===== config.mk =====
export PLATFORM = sky130hd
export DESIGN_NAME = eq_adapt_seq
export DESIGN_NICKNAME = d
export VERILOG_FILES = /design/src/rtl/eq_adapt_pkg.sv /design/src/rtl/eqa_bus_xfer.sv /design/src/rtl/eqa_poll_timer.sv /design/src/rtl/eq_adapt_seq.sv
export SDC_FILE = /design/constraint.sdc
export NUM_CORES = 1
export LEC_CHECK = 0
export ABC_AREA = 1
export BUFFER_PORTS_ARGS = -buffer_cell sky130_fd_sc_hd__buf_2
export CAP_MARGIN = 40
export CORE_MARGIN = 2
export CORE_UTILIZATION = 35
export DETAILED_ROUTE_END_ITERATION = 7
export PLACE_DENSITY = 0.66
export SETUP_SLACK_MARGIN = 0.1
export SLEW_MARGIN = 25
export SYNTH_ARGS = -nofsm -noshare
export SYNTH_HDL_FRONTEND = slang
export SYNTH_SLANG_ARGS = --single-unit

===== constraint.sdc =====
create_clock -name clk_i -period 3.87 [get_ports clk_i]
set_clock_uncertainty 0.2 [all_clocks]
set_input_delay 0.1935 -clock clk_i [delete_from_list [all_inputs] [get_ports clk_i]]
set_output_delay 0.1935 -clock clk_i [all_outputs]
set_load 0.02 [all_outputs]

===== src/rtl/eq_adapt_pkg.sv =====
`timescale 1ns/1ps
package eq_adapt_pkg;
  typedef enum logic [3:0] {
    ST_IDLE, ST_REQ, ST_GNT, ST_SEL_RD, ST_SEL_WR,
    ST_ARM_RD, ST_ARM_WR, ST_REL, ST_POLL
  } seq_st_e;

  localparam int unsigned ARB_ADDR  = 'h000;
  localparam int unsigned GNT_ADDR  = 'h281;
  localparam int unsigned SEL_ADDR  = 'h149;
  localparam int unsigned TRIG_ADDR = 'h100;
  localparam int unsigned GNT_BIT   = 2;
  localparam int unsigned SEL_BIT   = 4;
  localparam int unsigned TRIG_BIT  = 6;
  localparam int unsigned OWN_USER  = 2;
  localparam int unsigned OWN_CAL   = 3;
endpackage


===== src/rtl/eqa_bus_xfer.sv =====
`timescale 1ns/1ps
// Single-outstanding master: command registered, held through waitrequest
module eqa_bus_xfer #(
  parameter int unsigned ADDR_W = 10,
  parameter int unsigned DATA_W = 32
) (
  input  logic              clk_i,
  input  logic              rst_ni,
  input  logic              req_i,
  input  logic              req_we_i,
  input  logic [ADDR_W-1:0] req_addr_i,
  input  logic [DATA_W-1:0] req_wdata_i,
  output logic              ack_o,
  output logic [DATA_W-1:0] rdata_o,
  output logic [ADDR_W-1:0] mm_address_o,
  output logic              mm_read_o,
  output logic              mm_write_o,
  output logic [DATA_W-1:0] mm_writedata_o,
  input  logic [DATA_W-1:0] mm_readdata_i,
  input  logic              mm_waitrequest_i
);
  logic active;
  assign active = mm_read_o | mm_write_o;

  always_ff @(posedge clk_i or negedge rst_ni) begin
    if (!rst_ni) begin
      ack_o          <= 1'b0;
      rdata_o        <= '0;
      mm_address_o   <= '0;
      mm_read_o      <= 1'b0;
      mm_write_o     <= 1'b0;
      mm_writedata_o <= '0;
    end else begin
      ack_o <= 1'b0;
      if (!active) begin
        if (req_i) begin
          mm_address_o   <= req_addr_i;
          mm_writedata_o <= req_wdata_i;
          mm_write_o     <= req_we_i;
          mm_read_o      <= !req_we_i;
        end
      end else if (!mm_waitrequest_i) begin
        mm_read_o  <= 1'b0;
        mm_write_o <= 1'b0;
        ack_o      <= 1'b1;
        if (mm_read_o) rdata_o <= mm_readdata_i;
      end
    end
  end
endmodule


===== src/rtl/eqa_poll_timer.sv =====
`timescale 1ns/1ps
// Miss counter for wait loops
module eqa_poll_timer #(
  parameter int unsigned CNT_W = 16
) (
  input  logic             clk_i,
  input  logic             rst_ni,
  input  logic             clr_i,
  input  logic             miss_i,
  input  logic [CNT_W-1:0] limit_i,
  output logic             expired_o
);
  logic [CNT_W-1:0] cnt_q;

  assign expired_o = miss_i && (cnt_q == limit_i);

  always_ff @(posedge clk_i or negedge rst_ni) begin
    if (!rst_ni)                  cnt_q <= '0;
    else if (clr_i)               cnt_q <= '0;
    else if (miss_i && !expired_o) cnt_q <= cnt_q + 1'b1;
  end
endmodule


===== src/rtl/eq_adapt_seq.sv =====
`timescale 1ns/1ps
module eq_adapt_seq
  import eq_adapt_pkg::*;
#(
  parameter int unsigned ADDR_W = 10,
  parameter int unsigned DATA_W = 32,
  parameter int unsigned TMO_W  = 16
) (
  input  logic              clk_i,
  input  logic              rst_ni,
  input  logic              start_i,
  input  logic              grant_by_status_i,
  input  logic [TMO_W-1:0]  poll_limit_i,
  output logic              busy_o,
  output logic              done_o,
  output logic              error_o,
  output logic [ADDR_W-1:0] mm_address_o,
  output logic              mm_read_o,
  output logic              mm_write_o,
  output logic [DATA_W-1:0] mm_writedata_o,
  input  logic [DATA_W-1:0] mm_readdata_i,
  input  logic              mm_waitrequest_i
);
  localparam logic [DATA_W-1:0] SEL_MASK  = DATA_W'(1) << SEL_BIT;
  localparam logic [DATA_W-1:0] TRIG_MASK = DATA_W'(1) << TRIG_BIT;

  seq_st_e           state_q;
  logic              pend_q, rel_q, busy_q, done_q, err_q;
  logic              bus_st, req, req_we, ack;
  logic [ADDR_W-1:0] req_addr;
  logic [DATA_W-1:0] req_wdata, rdata;
  logic              gnt_hit, gnt_miss, poll_hit, poll_miss;
  logic              miss, clr, expired;

  // Access decode per state
  always_comb begin
    bus_st    = 1'b0;
    req_we    = 1'b0;
    req_addr  = '0;
    req_wdata = '0;
    unique case (state_q)
      ST_REQ:    begin bus_st = 1'b1; req_we = 1'b1; req_addr = ADDR_W'(ARB_ADDR); req_wdata = DATA_W'(OWN_USER); end
      ST_GNT:    begin bus_st = grant_by_status_i; req_addr = ADDR_W'(GNT_ADDR); end
      ST_SEL_RD: begin bus_st = 1'b1; req_addr = ADDR_W'(SEL_ADDR); end
      ST_SEL_WR: begin bus_st = 1'b1; req_we = 1'b1; req_addr = ADDR_W'(SEL_ADDR); req_wdata = rdata | SEL_MASK; end
      ST_ARM_RD: begin bus_st = 1'b1; req_addr = ADDR_W'(TRIG_ADDR); end
      ST_ARM_WR: begin bus_st = 1'b1; req_we = 1'b1; req_addr = ADDR_W'(TRIG_ADDR); req_wdata = rdata | TRIG_MASK; end
      ST_REL:    begin bus_st = 1'b1; req_we = 1'b1; req_addr = ADDR_W'(ARB_ADDR); req_wdata = DATA_W'(OWN_CAL); end
      ST_POLL:   begin bus_st = 1'b1; req_addr = ADDR_W'(TRIG_ADDR); end
      default:   ;
    endcase
  end

  assign req = bus_st && !pend_q;

  // Grant detection: waitrequest level or status bit
  assign gnt_hit   = grant_by_status_i ? (ack && !rdata[GNT_BIT]) : !mm_waitrequest_i;
  assign gnt_miss  = grant_by_status_i ? (ack &&  rdata[GNT_BIT]) :  mm_waitrequest_i;
  assign poll_hit  = ack && !rdata[TRIG_BIT];
  assign poll_miss = ack &&  rdata[TRIG_BIT];

  assign miss = ((state_q == ST_GNT) && gnt_miss) || ((state_q == ST_POLL) && poll_miss);
  assign clr  = !((state_q == ST_GNT) || (state_q == ST_POLL)) || ((state_q == ST_GNT) && gnt_hit);

  eqa_bus_xfer #(.ADDR_W(ADDR_W), .DATA_W(DATA_W)) u_xfer (
    .clk_i            (clk_i),
    .rst_ni           (rst_ni),
    .req_i            (req),
    .req_we_i         (req_we),
    .req_addr_i       (req_addr),
    .req_wdata_i      (req_wdata),
    .ack_o            (ack),
    .rdata_o          (rdata),
    .mm_address_o     (mm_address_o),
    .mm_read_o        (mm_read_o),
    .mm_write_o       (mm_write_o),
    .mm_writedata_o   (mm_writedata_o),
    .mm_readdata_i    (mm_readdata_i),
    .mm_waitrequest_i (mm_waitrequest_i)
  );

  eqa_poll_timer #(.CNT_W(TMO_W)) u_tmo (
    .clk_i     (clk_i),
    .rst_ni    (rst_ni),
    .clr_i     (clr),
    .miss_i    (miss),
    .limit_i   (poll_limit_i),
    .expired_o (expired)
  );

  always_ff @(posedge clk_i or negedge rst_ni) begin
    if (!rst_ni) begin
      state_q <= ST_IDLE;
      pend_q  <= 1'b0;
      rel_q   <= 1'b0;
      busy_q  <= 1'b0;
      done_q  <= 1'b0;
      err_q   <= 1'b0;
    end else begin
      done_q <= 1'b0;
      if (req)      pend_q <= 1'b1;
      else if (ack) pend_q <= 1'b0;
      unique case (state_q)
        ST_IDLE: if (start_i) begin
          busy_q  <= 1'b1;
          err_q   <= 1'b0;
          rel_q   <= 1'b0;
          state_q <= ST_REQ;
        end
        ST_REQ:    if (ack) state_q <= ST_GNT;
        ST_GNT: begin
          if (gnt_hit) state_q <= rel_q ? ST_POLL : ST_SEL_RD;
          else if (expired) begin
            state_q <= ST_IDLE; busy_q <= 1'b0; done_q <= 1'b1; err_q <= 1'b1;
          end
        end
        ST_SEL_RD: if (ack) state_q <= ST_SEL_WR;
        ST_SEL_WR: if (ack) state_q <= ST_ARM_RD;
        ST_ARM_RD: if (ack) state_q <= ST_ARM_WR;
        ST_ARM_WR: if (ack) state_q <= ST_REL;
        ST_REL: if (ack) begin
          rel_q   <= 1'b1;
          state_q <= ST_GNT;
        end
        ST_POLL: begin
          if (poll_hit) begin
            state_q <= ST_IDLE; busy_q <= 1'b0; done_q <= 1'b1;
          end else if (expired) begin
            state_q <= ST_IDLE; busy_q <= 1'b0; done_q <= 1'b1; err_q <= 1'b1;
          end
        end
        default: state_q <= ST_IDLE;
      endcase
    end
  end

  assign busy_o  = busy_q;
  assign done_o  = done_q;
  assign error_o = err_q;
endmodule


==> results.md, run 1 <==
- Hold Crit Class: in -> reg
- Setup_tns: 0 ns
- Largest net degree at the start of global routing: 42
- Buffers added on ports: 95
- Hold buffers post-CTS: 34
- Clk root buf: clkbuf_16
- Number of fill cells: 1382
- Leak Pwr: 3.40 nW
- CP Class: reg -> reg
- Synthesized cell area: 4980 um2
- H-tree levels: 3
- Worst VDD drop: 0.395 mV
- GRT Resource Usage Total: 16.9%
- Number of antenna violations at the first check in global routing: 0
- Mapped Cells: 663
- Setup repair bufs after CTS: 0
- Worst EP arrival: 2.60 ns
- Dpl hpwl: 8.21 mm
- GPL Wtd Cong: 0.852
- Setup WS post-layout: 1.31 ns
- Final number of max-transition violations: 0
- Sequential area share after synthesis: 48.2%
- Multi-input logic area: 2070 um2
- Worst slack, placed: 1.37 ns
- Initial DRC Count: 348
- Die Ht: 123 um
- Vias in the first global route: 4175
- Hold slack: 0.00935 ns
- Period utilization: 66.2%
- TritonCTS clock tree: yes
- Fmax: 0.391 GHz
- PwrDens: 703 nW/um2
- Vias: 4476
- Crit path max-delay cell type: dfrtp_1
- MaxCap Viol Count: 0
- Worst path most repeated cell: nand2_1
- CTS-repair resized insts: 0
- Area delta synth->final: 25.6%
- Reg area: 2400 um2
- Total grt overflow: 0
- Core Util, Final: 45.1%
- Post-synth EDFFs: 0
- Worst setup SP type: flip-flop
- CTS buffer count: 9
- Number of synthesized register bits: 96
- Count of cell types in the netlist: 33
- Tmin final: 2.56 ns
- Ys flop type: dfrtp_1
- Core area: 13900 um2
- # rows: 43
- Pre-antenna DRT Iters: 5
- Final hold violations: 0
- Die Span X: 123 um
- Die area: 15200 um2
- Avg WL per Cell: 12.6 um
- Initial Utilization: 35.9%
- CP Cell Sequence: inv_2, nand2_1, inv_1, nand3_1, o21ai_1, nor2_4, nand3_4, nand3_4, nand2_1, nand2_1
- Asr flop ratio synth: 100%
- Clock sinks: 96
- CTS clk-pin slew, worst paths: 0.07 ns
- Share of cells above drive strength 1: 17.6%
- Placed Area: 5580 um2
- Layout Cells excl Fill: 962
- Final ANT Viol Nets: 0
- Vias per cell: 4.65
- DRT Wirelength: 12.1 mm
- Final antenna diode count: 0
- Synth warnings: 0
- Final instance area: 6260 um2
- Placed cell count: 912
- Longest Clk Path Bufs: 2
- Critical Path Sink Type: flip-flop
- Worst slew margin relative to its limit: 59.0%
- RSZ-0062 raised after global routing: no
- Setup Viol. Count Final: 0
- Status: finished clean
- CP max stage delay: 0.50 ns
- Synth Area per Inst: 7.51 um2
- Worst-Skew Late Latency: 0.36 ns
- # IOs: 100
- Critical Path Fanout Max: 40
- Worst EP required: 3.91 ns
- Worst-Margin Slew: 0.613 ns
- Total Power: 4.40 mW
- DRC errors left: 0
- Final layout net count: 831
- First-pass GRT wire length: 20.1 mm
## registers in the layout, indices dropped and copies added, names as in the netlist
name                   count
u_xfer.mm_writedata_o     32
u_xfer.mm_write_o          1
rel_q                      1
busy_o                     1
u_xfer.rdata_o            32
state_q                    4
error_o                    1
u_tmo.cnt_q               16
pend_q                     1
u_xfer.mm_read_o           1
u_xfer.mm_address_o        4
done_o                     1
u_xfer.ack_o               1
## cell usage in the layout (no fill, tap or decap), drive strengths merged
master | synthesis | layout
nand2 | 191 | 191
nor2 | 100 | 100
buf | 15 | 99
dfrtp | 96 | 96
inv | 88 | 91
nand4 | 45 | 45
a21oi | 39 | 39
dlygate4sd3 | 0 | 34
o21ai | 27 | 27
nand3 | 23 | 23
clkbuf | 18 | 9
xor2 | 8 | 8
conb | 1 | 4
nor3 | 3 | 3
or2 | 2 | 2
bufinv | 0 | 2
clkinv | 1 | 2
o22ai | 1 | 1
o31ai | 1 | 1
nor4 | 1 | 1
o21bai | 1 | 1
o2111ai | 1 | 1
ha | 1 | 1
clkinvlp | 0 | 1
## where the power goes
| group | internal (mW) | total, mW | switching (mW) | leakage (nW) |
|---|---|---|---|---|
| sequential | 1.37 | 1.58 | 0.209 | 1.21 |
| clock | 0.581 | 1.00 | 0.424 | 0.161 |
| combinational | 0.548 | 1.81 | 1.26 | 2.02 |
| total | 2.50 | 4.40 | 1.90 | 3.40 |
## area by class of cell
| class | instances | share of cell area, % |
|---|---|---|
| multi-input combinational | 448 | 33.0 |
| clock buffer | 9 | 3.60 |
| timing repair buffer | 133 | 14.2 |
| sequential | 96 | 38.4 |
| inverter | 89 | 5.36 |
| tap | 180 | 3.60 |
| clock inverter | 7 | 1.80 |
## cell usage after synthesis, drive strengths merged, types with 2 or more instances
cell type | n | area share [%]
a21oi | 39 | 3.9
buf | 15 | 2.7
clkbuf | 18 | 1.4
dfrtp | 96 | 48
inv | 88 | 6.6
nand2 | 191 | 15
nand3 | 23 | 2.9
nand4 | 45 | 5.7
nor2 | 100 | 8.1
nor3 | 3 | 0.30
o21ai | 27 | 2.8
or2 | 2 | 0.25
xor2 | 8 | 1.4
## worst paths after layout
kind | slack (ns) | from | end | cells after the start
worst max-delay path | 1.31 | state_q[1] | u_xfer.mm_writedata_o[7] | 10
worst min-delay path | 0.009 | start_i | error_o | 4
worst max register to register | 1.31 | state_q[1] | u_xfer.mm_writedata_o[7] | 10
worst min register to register | 0.28 | u_xfer.mm_writedata_o[19] | u_xfer.mm_writedata_o[19] | 2
max in group asynchronous | 2.46 | rst_ni | u_xfer.mm_writedata_o[19] | 3
min in group asynchronous | 0.15 | rst_ni | u_xfer.mm_writedata_o[8] | 2
## layer usage
metal | global-route usage (%) | vias up | part of all wire (%)
met3 | 4.52 | 8 | 5.6
met5 | 0 | - | 0
met1 | 22.6 | 2044 | 45
met4 | 4.33 | 0 | 1.2
li1 | - | 2308 | -
met2 | 27.1 | 116 | 48
## kinds of logic after synthesis
group	after synthesis	synth area share, %
flops	96	48.2
other cells	1	0.0753
fa+ha+maj	1	0.251
simple gates	365	32.0
compound gates	70	7.31
buf+inv	122	10.8
xor+xnor	8	1.41
## worst max-delay path, delay by kind of cell (launching register included)
kind            cells  cell delay [ns]
compound gates      1             0.25
buf+inv             2             0.18
flops               1             0.50
simple gates        7             1.29
Power figures use the tool's default switching activity.
==> run 2, diff against run 1 <==
--- a/config.mk
+++ b/config.mk
@@ -11,7 +11,7 @@
 export CORE_MARGIN = 2
 export CORE_UTILIZATION = 35
 export DETAILED_ROUTE_END_ITERATION = 7
-export PLACE_DENSITY = 0.66
+export PLACE_DENSITY = 0.68
 export SETUP_SLACK_MARGIN = 0.1
 export SLEW_MARGIN = 25
 export SYNTH_ARGS = -nofsm -noshare
==> constraint.sdc (replaced) <==
create_clock -name clk_i -period 2.25 [get_ports clk_i]
set_clock_uncertainty 0.2 [all_clocks]
set_input_delay 0.1125 -clock clk_i [delete_from_list [all_inputs] [get_ports clk_i]]
set_output_delay 0.1125 -clock clk_i [all_outputs]
set_load 0.02 [all_outputs]
==> results.md, run 2 (same netlist as run 1, synthesis figures left out) <==
- Layout Cells excl Fill: 975 (+1.4%)
- CP max stage delay: 0.50 ns (about the same)
- Die area: 15200 um2 (unchanged)
- Clk root buf: clkbuf_16
- Total grt overflow: 0 (unchanged)
- Hold_sp: grant_by_status_i
- Commonest non-fill, non-tap cell in the layout: nand2_1
- Placed cell count: 922 (+1.1%)
- H-tree levels: 3 (unchanged)
- Final antenna diode count: 0 (unchanged)
- Share of cells above drive strength 1: 18.7% (+1.1 points)
- Commonest cells after routing, fill and taps aside: nand2_1, dfrtp_1, nor2_1, buf_2, inv_1
- Largest net degree at the start of global routing: 97 (+130%)
- Fmax: 0.489 GHz (+25%)
- Crit Reg-Reg Endpoint: u_xfer.mm_writedata_o[13]
- Vias per cell: 4.67 (+0.36%)
- Status: finished clean
- Final number of max-transition violations: 0 (unchanged)
- Longest Clk Path Bufs: 2 (unchanged)
- Hold Path Depth: 4 (unchanged)
- Area delta synth->final: 27.2%
- PwrDens: 1190 nW/um2 (+70%)
- Critical Path Sink Type: flip-flop
- Setup_tns: 0 ns (unchanged)
- Dpl hpwl: 8.56 mm (+4.3%)
- Final hold violations: 0 (unchanged)
- Setup Viol. Count Final: 0 (unchanged)
- Leak Pwr: 3.45 nW (+1.6%)
- Biggest regs: u_xfer.mm_writedata_o (32), u_xfer.rdata_o (32), u_tmo.cnt_q (16)
- Worst-Skew Late Latency: 0.36 ns (about the same)
- Buffers added on ports: 95 (unchanged)
- FF-to-FF Start: state_q[3]
- Clock sinks: 96 (unchanged)
- Final instance area: 6340 um2 (+1.3%)
- Worst slew margin relative to its limit: 57.1% (-1.9 points)
- Worst Hold Path EP: state_q[3]
- CP bufs+invs: 3 (+1)
- Worst setup SP type: flip-flop
- MaxCap Viol Count: 0 (unchanged)
- TritonCTS clock tree: yes
- DRT Wirelength: 12.5 mm (+3.4%)
- Worst-Margin Slew: 0.641 ns (+0.0281 ns)
- Worst reg2reg setup slack: 0.20 ns (-1.11 ns)
- Initial Utilization: 35.9% (unchanged)
- # rows: 43 (unchanged)
- First-pass GRT wire length: 20.4 mm (+1.4%)
- Die Span X: 123 um (unchanged)
- CTS clk-pin slew, worst paths: 0.07 ns (about the same)
- Vias in the first global route: 4212 (+0.89%)
- Initial DRC Count: 229 (-34%)
- Placed Area: 5660 um2 (+1.5%)
- GPL Wtd Cong: 0.884 (+3.7%)
- Worst EP required: 2.34 ns (-1.57 ns)
- Final layout net count: 844 (+1.6%)
- Delay-heaviest family, CP: simple AND/OR/NAND/NOR gates
- Hold Crit Class: in -> reg
- Tmin final: 2.05 ns (-0.515 ns)
- CTS buffer count: 9 (unchanged)
- Final ANT Viol Nets: 0 (unchanged)
- CP Class: reg -> reg
- RSZ-0062 raised after global routing: yes
- Worst path most repeated cell: nand2_1
- Path depth of the worst reg2reg path: 11 (+1)
- # IOs: 100 (unchanged)
- Period utilization: 90.9% (+25 points)
- Crit path max-delay cell type: dfrtp_1
- Worst VDD drop: 0.743 mV (+88%)
- Core area: 13900 um2 (unchanged)
- Vias: 4553 (+1.7%)
- Number of antenna violations at the first check in global routing: 0 (unchanged)
- Critical Path Fanout Max: 30 (-25%)
- Worst EP arrival: 2.14 ns (-0.46 ns)
- Number of fill cells: 1404 (+1.6%)
- Pre-antenna DRT Iters: 5 (unchanged)
- Avg WL per Cell: 12.8 um (+2.0%)
- CP Cell Sequence: inv_2, nand2_1, a21oi_1, nor2_2, inv_2, nor2_4, nand3_4, nand3_4, buf_12, nand2_1, nand2_1
- Die Ht: 123 um (unchanged)
- GRT Resource Usage Total: 17.1% (+0.25 points)
- DRC errors left: 0 (unchanged)
[run 2: cell count changes in the layout (fill, tap and decap cells not counted), moves of 2 or more]
| cell | before | now |
|---|---|---|
| buf_12 | 0 | 4 |
| buf_16 | 2 | 0 |
| buf_4 | 3 | 13 |
| bufinv_16 | 2 | 0 |
| clkbuf_8 | 0 | 2 |
[run 2: power breakdown]
part | internal [mW] | switching [mW] | leakage [nW]
Sequential | 2.36 | 0.343 | 1.21
Combinational | 1.07 | 2.26 | 2.09
Clock | 0.832 | 0.709 | 0.149
[run 2: final cells by class]
class	instances	area (um2)	area share (%)
clock buffers	11	253	3.99
clock inverters	5	46.3	0.730
inverters	89	337	5.31
multi-input cells	448	2080	32.8
flip-flops and latches	96	2400	37.9
well taps	180	225	3.55
repair buffers	146	998	15.8
[run 2: stage by stage]
stage	hold WS (ns)	total power [mW]	utilization (%)	worst slack, ns
2_1_floorplan	-0.383	5.01	-	0.472
3_3_place_gp	0.0160	5.92	40.8	0.212
3_5_place_dp	0.0208	5.98	40.8	0.194
4_1_cts	0.0300	7.61	45.4	0.186
5_1_grt	0.0648	8.14	45.7	0.0518
6_report	0.0363	7.57	45.7	0.204
[run 2: what timing repair did]
item,CTS,global route
hold endpoints to repair,133,0
gates resized for setup,0,4
endpoints found under the setup margin,0,11
hold buffers,35,0
buffers inserted,0,2
[run 2: tightest hold or removal path, stage by stage]
cell and delay [ns]:
buf_2 0.11, o22ai_1 0.13, nand2_1 0.12, o21ai_0 0.08
[run 2: routing by layer]
metal  share of wire, %  track usage (%)  vias up
met1                 46             22.7     2111
met5                  0                0        -
met2                 48             27.3       92
li1                   -                -     2336
met4                1.5             5.82        0
met3                4.7             4.20       14
[run 2: how the worst max path moves through the flow]
stage,depth (start not counted),endpoint,start
finish,11,u_xfer.mm_writedata_o[13],state_q[3]
global route,11,u_xfer.mm_writedata_o[13],state_q[3]
CTS,10,u_tmo.cnt_q[10],state_q[0]
detailed placement,10,u_tmo.cnt_q[10],state_q[0]
global placement,10,u_tmo.cnt_q[2],state_q[0]
floorplan,5,u_xfer.mm_writedata_o[15],u_xfer.mm_write_o
